### config.mk
export PLATFORM = sky130hd
export DESIGN_NAME = intvec_unit
export DESIGN_NICKNAME = d
export VERILOG_FILES = /design/src/rtl/ivu_pkg.sv /design/src/rtl/ivu_regs.sv /design/src/rtl/ivu_prio.sv /design/src/rtl/ivu_ack.sv /design/src/rtl/intvec_unit.sv
export SDC_FILE = /design/constraint.sdc
export NUM_CORES = 1
export LEC_CHECK = 0
export BUFFER_PORTS_ARGS = -buffer_cell sky130_fd_sc_hd__buf_2
export CORE_MARGIN = 3
export CORE_UTILIZATION = 56
export CTS_CLUSTER_DIAMETER = 80
export DETAILED_ROUTE_END_ITERATION = 10
export GPL_ROUTABILITY_DRIVEN = 0
export PLACE_DENSITY = 0.88
export SLEW_MARGIN = 20
export SYNTH_ARGS = -nofsm -noshare
export SYNTH_HDL_FRONTEND = slang
export SYNTH_SLANG_ARGS = --single-unit
### constraint.sdc
create_clock -name clk -period 2.28 [get_ports clk]
set_clock_uncertainty 0.05 [all_clocks]
set_input_delay 0.114 -clock clk [delete_from_list [all_inputs] [get_ports clk]]
set_output_delay 0.114 -clock clk [all_outputs]
set_load 0.02 [all_outputs]
### src/rtl/ivu_pkg.sv
package ivu_pkg;
  localparam int NCH    = 2;
  localparam int SRC_W  = 4;
  localparam int ST_W   = NCH * SRC_W;
  localparam int CH_W   = (NCH > 1) ? $clog2(NCH) : 1;

  typedef enum logic [1:0] {VM_NONE = 2'b00, VM_RAW = 2'b01,
                            VM_CHAN = 2'b10, VM_FULL = 2'b11} vmode_e;

  // source slot order inside one channel: 0 rx ok, 1 rx err, 2 tx, 3 other
  function automatic logic [1:0] type_code(input logic [SRC_W-1:0] p);
    if (p[1])      return 2'b11;
    else if (p[0]) return 2'b10;
    else if (p[2]) return 2'b01;
    else           return 2'b00;
  endfunction

  function automatic logic [7:0] build_vector(input vmode_e m, input logic [7:0] ivr,
                                              input logic chan, input logic [1:0] ty);
    case (m)
      VM_NONE: return 8'hFF;
      VM_RAW:  return ivr;
      VM_CHAN: return {ivr[7:1], chan};
      default: return {ivr[7:3], ty, chan};
    endcase
  endfunction
endpackage

### src/rtl/ivu_regs.sv
module ivu_regs
  import ivu_pkg::*;
#(
  parameter logic [7:0] IVR_RST = 8'h0F
) (
  input  logic            clk,
  input  logic            rst_n,
  input  logic            wr_en,
  input  logic [1:0]      wr_addr,
  input  logic [7:0]      wr_data,
  input  logic [ST_W-1:0] src,
  output vmode_e          vmode,
  output logic            mask_rd,
  output logic [ST_W-1:0] mask,
  output logic [7:0]      ivr,
  output logic [ST_W-1:0] stat
);
  always_ff @(posedge clk or negedge rst_n) begin
    if (!rst_n) begin
      vmode   <= VM_NONE;
      mask_rd <= 1'b0;
      mask    <= '0;
      ivr     <= IVR_RST;
      stat    <= '0;
    end else begin
      stat <= src;
      if (wr_en) begin
        case (wr_addr)
          2'd0: begin
            vmode   <= vmode_e'(wr_data[2:1]);
            mask_rd <= wr_data[0];
          end
          2'd1: mask <= wr_data[ST_W-1:0];
          2'd2: ivr  <= wr_data;
          default: ;
        endcase
      end
    end
  end
endmodule

### src/rtl/ivu_prio.sv
module ivu_prio
  import ivu_pkg::*;
(
  input  logic [ST_W-1:0] pend,
  output logic            chan,
  output logic [1:0]      ty
);
  logic [NCH-1:0] ch_any;
  logic [1:0]     ch_ty [NCH];

  for (genvar c = 0; c < NCH; c++) begin : g_ch
    assign ch_any[c] = |pend[c*SRC_W +: SRC_W];
    assign ch_ty[c]  = type_code(pend[c*SRC_W +: SRC_W]);
  end

  always_comb begin
    chan = 1'b0;
    ty   = 2'b00;
    for (int c = NCH - 1; c >= 0; c--) begin
      if (ch_any[c]) begin
        chan = c[0];
        ty   = ch_ty[c];
      end
    end
  end
endmodule

### src/rtl/ivu_ack.sv
module ivu_ack (
  input  logic       clk,
  input  logic       rst_n,
  input  logic       iack,
  input  logic [7:0] vec_next,
  output logic       ack_start,
  output logic [7:0] vec_o
);
  logic iack_q;

  assign ack_start = iack && !iack_q;

  always_ff @(posedge clk or negedge rst_n) begin
    if (!rst_n) begin
      iack_q <= 1'b0;
      vec_o  <= 8'hFF;
    end else begin
      iack_q <= iack;
      if (ack_start) vec_o <= vec_next;
    end
  end
endmodule

### src/rtl/intvec_unit.sv
module intvec_unit
  import ivu_pkg::*;
#(
  parameter logic [7:0] IVR_RST = 8'h0F
) (
  input  logic            clk,
  input  logic            rst_n,
  input  logic [ST_W-1:0] src,
  input  logic            wr_en,
  input  logic [1:0]      wr_addr,
  input  logic [7:0]      wr_data,
  input  logic [1:0]      rd_addr,
  output logic [7:0]      rd_data,
  input  logic            iack,
  output logic [7:0]      vec_o,
  output logic            irq_n
);
  vmode_e          vmode;
  logic            mask_rd;
  logic [ST_W-1:0] mask;
  logic [7:0]      ivr;
  logic [ST_W-1:0] stat;
  logic [ST_W-1:0] pend;
  logic            sel_chan;
  logic [1:0]      sel_ty;
  logic [7:0]      vec_next;
  logic            ack_start;

  ivu_regs #(.IVR_RST(IVR_RST)) u_regs (
    .clk(clk), .rst_n(rst_n), .wr_en(wr_en), .wr_addr(wr_addr), .wr_data(wr_data),
    .src(src), .vmode(vmode), .mask_rd(mask_rd), .mask(mask), .ivr(ivr), .stat(stat)
  );

  assign pend = stat & mask;

  ivu_prio u_prio (.pend(pend), .chan(sel_chan), .ty(sel_ty));

  assign vec_next = build_vector(vmode, ivr, sel_chan, sel_ty);

  ivu_ack u_ack (
    .clk(clk), .rst_n(rst_n), .iack(iack), .vec_next(vec_next),
    .ack_start(ack_start), .vec_o(vec_o)
  );

  assign irq_n = ~|pend;

  always_comb begin
    case (rd_addr)
      2'd0:    rd_data = {5'b0, vmode, mask_rd};
      2'd1:    rd_data = mask;
      2'd2:    rd_data = ivr;
      default: rd_data = mask_rd ? pend : stat;
    endcase
  end
endmodule

==> impl_metrics.yaml <==
sta:
  slew_headroom_pct: 50.1
  tns_ns: 0
  worst_slack_ns: 0.437
  timing_hold_violations_final: 0
  rsz0062_at_grt: "false"
  finalMaxSlewViolations: 0
  worstMarginPinSlew_ns: 0.748
  finalSetupViolCount: 0
  period_minus_slack_ns: 1.84
  fmax_mhz: 543
  post-route-period-util_pct: 80.8
status:
  status: "completed"
grt:
  met2_usage_pct: 40.9
  grt_overflow_total: 0
  grtUsageTotal_pct: 23.3
  grt_pass1_wl_um: 6040
  antenna_found_initial: 0
  met1_usage_pct: 26.6
  busiest_layer: "met2"
  grt_max_degree: 37
  grt_pass1_vias: 1361
  met3_usage_pct: 4.97
final_layout:
  seqCellArea_um2: 916
  multiInputGateArea_um2: 689
  area_growth_pct: 28.1
  fin_cells: 225
  layout-drive-gt1-share_pct: 41.8
  fillers: 188
  layout.nets: 217
  diodes: 0
synthesis:
  synth_area_per_cell_um2: 12.6
  synth_warnings: 0
  synth_seq_cells: 36
  synth_top_area_share_pct: 36.4
  yosysTopAreaCell: "dfrtp_1"
  synthArstFlopShare_pct: 100
  synth-seq-area-share_pct: 55.5
  syn_inst: 131
  synth_edf_count: 0
  netlist_area_um2: 1650
  synth.distinct_cells: 35
  synth_ff_type: "dfrtp_1"
  synth.area.top_cells: "dfrtp_1, dfstp_2, mux2_2"
  synth_fp_nets: 155
detailed_routing:
  first_pass_iters: 4
  postRouteAntennaNets: 0
  wire_per_inst_um: 16.6
  drt_drc_violations_left: 0
  routed_wl_um: 3730
  vias: 1304
  vias_per_cell: 5.80
  drt_iter0_drc: 70
critical_path:
  reg2reg_from: "u_regs.mask[1]"
  rrSetupSlack_ns: 0.92
  critical_path.max_fanout: 5
  critPathKind: "register to primary output"
  cp_data_required_time_ns: 2.12
  ff2ff_path_depth: 4
  critPathCapture: "irq_n"
  r2r_end: "u_ack.vec_o[1]"
  cp-startpoint: "u_regs.mask[1]"
  setup.worst_path.end_class: "primary output"
  crit_arrival_ns: 1.68
  start_kind: "register"
power:
  power.leakage_nw: 0.928
  peakVddDrop_uv: 608
  powerDensity_nw_per_um2: 803
floorplanning:
  die_area_um2: 3630
  num_rows: 19
  io_pins: 41
  die_h_um: 60.3
  die_w_um: 60.3
  core_um2: 2780
  initial_core_util_pct: 59.3
clock_network:
  clockBufferDepth: 2
  cts_root_buffer: "clkbuf_4"
  h-tree-depth: 2
  clock-sinks: 36
  cts_buffers: 5
  insertion_delay_ns: 0.34
  path_clk_slew_ns: 0.09
  cts_tree: "yes"
  post_cts_resized: 0
hold_path:
  hold_class: "primary input to register"
  worstHoldStart: "wr_addr[0]"
placement:
  dp_hpwl_um: 2550
  place_inst: 199
  portBuffers: 40
  pre_cts_ws_ns: 0.875
run:
  drv_cap: 0
## critical path, stage by stage, from the launching register on
cell and delay, ns:
dfrtp_1 0.43, a22o_1 0.29, a221oi_4 0.23, inv_1 0.07, nor2_1 0.13, buf_2 0.19
## per-stage QoR
stage	utilization, %	hold slack (ns)	total power, W	instance area [um2]
after floorplan	-	-0.232	0.00118	1650
after global placement	67.4	0.154	0.00131	1870
after detailed placement	67.4	0.173	0.00134	1870
after CTS	76.0	0.149	0.00170	2110
after global routing	76.0	0.152	0.00179	2110
final	76.0	0.152	0.00170	2110
## routing by layer
layer / vias to the layer above / share of wire, %
met2: 67 / 52
met3: 8 / 6.5
li1: 610 / -
met1: 619 / 40
met5: - / 0
met4: 0 / 1.6
## registers in the layout, summed over array words and instances, names as in the netlist
name and flops:
u_ack.iack_q 1, u_ack.vec_o 8, u_regs.ivr 8, u_regs.mask 8, u_regs.mask_rd 1, u_regs.stat 8
u_regs.vmode 2
## cells in the mapped netlist (all sizes together) (3+ instances only)
cell type	instances
nor2	4
nand2	9
mux2	19
dfrtp	24
a21oi	4
o21ai	9
inv	6
buf	3
nor2b	5
dfstp	12
o211ai	5
o22a	5
## layout make-up
cell class	count	share of cell area [%]
Sequential cell	36	43.3
Multi-Input combinational cell	85	32.6
Timing Repair Buffer	59	18.4
Clock buffer	8	2.78
Tap cell	31	1.84
Inverter	6	1.07
## cells in the final DEF (no fill, tap or decap)
cell	synthesis	final
a211oi_1	1	1
a211oi_2	1	1
a21boi_0	2	2
a21oi_1	4	4
a221oi_4	1	1
a222oi_1	1	1
a22o_1	1	1
a22oi_1	2	2
a2bb2oi_1	2	2
a31oi_1	1	1
a32o_1	1	1
buf_2	2	40
buf_4	1	1
clkbuf_1	1	2
clkbuf_4	0	5
clkbuf_8	0	1
dfrtp_1	24	24
dfstp_2	12	12
dlygate4sd3_1	0	18
inv_1	6	6
mux2_2	19	19
mux2i_1	1	1
mux4_1	1	1
mux4_2	1	1
nand2_1	9	9
nand3_1	1	1
nand3b_1	2	2
nand4_1	1	1
nor2_1	4	4
nor2b_1	5	5
nor3_1	1	1
nor3b_1	2	2
o211ai_1	5	5
o21ai_0	8	8
o21ai_1	1	1
o22a_1	5	5
o22ai_1	1	1
xnor2_1	1	1
## what timing repair did
action                                 CTS  global route
hold buffers                            18             0
setup buffers                            0             0
endpoints found under the hold margin   52             0
## worst min path at each step
stage | depth (start not counted) | endpoint | slack [ns]
after floorplan | 0 | u_ack.iack_q | -0.23
after global placement | 1 | u_ack.iack_q | 0.15
after detailed placement | 1 | u_ack.iack_q | 0.17
after CTS | 3 | u_regs.vmode[0] | 0.15
after global routing | 3 | u_regs.mask_rd | 0.15
final | 3 | u_regs.vmode[0] | 0.15
## power breakdown
group | internal, W | switching [W] | total (W)
logic | 0.000226 | 0.000237 | 0.000463
registers | 0.000781 | 0.000109 | 0.000890
clock network | 0.000152 | 0.000192 | 0.000344
total | 0.00116 | 0.000537 | 0.00170
## logic make-up after synthesis
kind of cell | share of synthesized area (%)
simple gates | 7.66
compound gates | 17.1
flops | 55.5
buf+inv | 2.66
xor+xnor | 0.531
mux | 16.5
No activity file was read; power rests on OpenSTA's default activity.
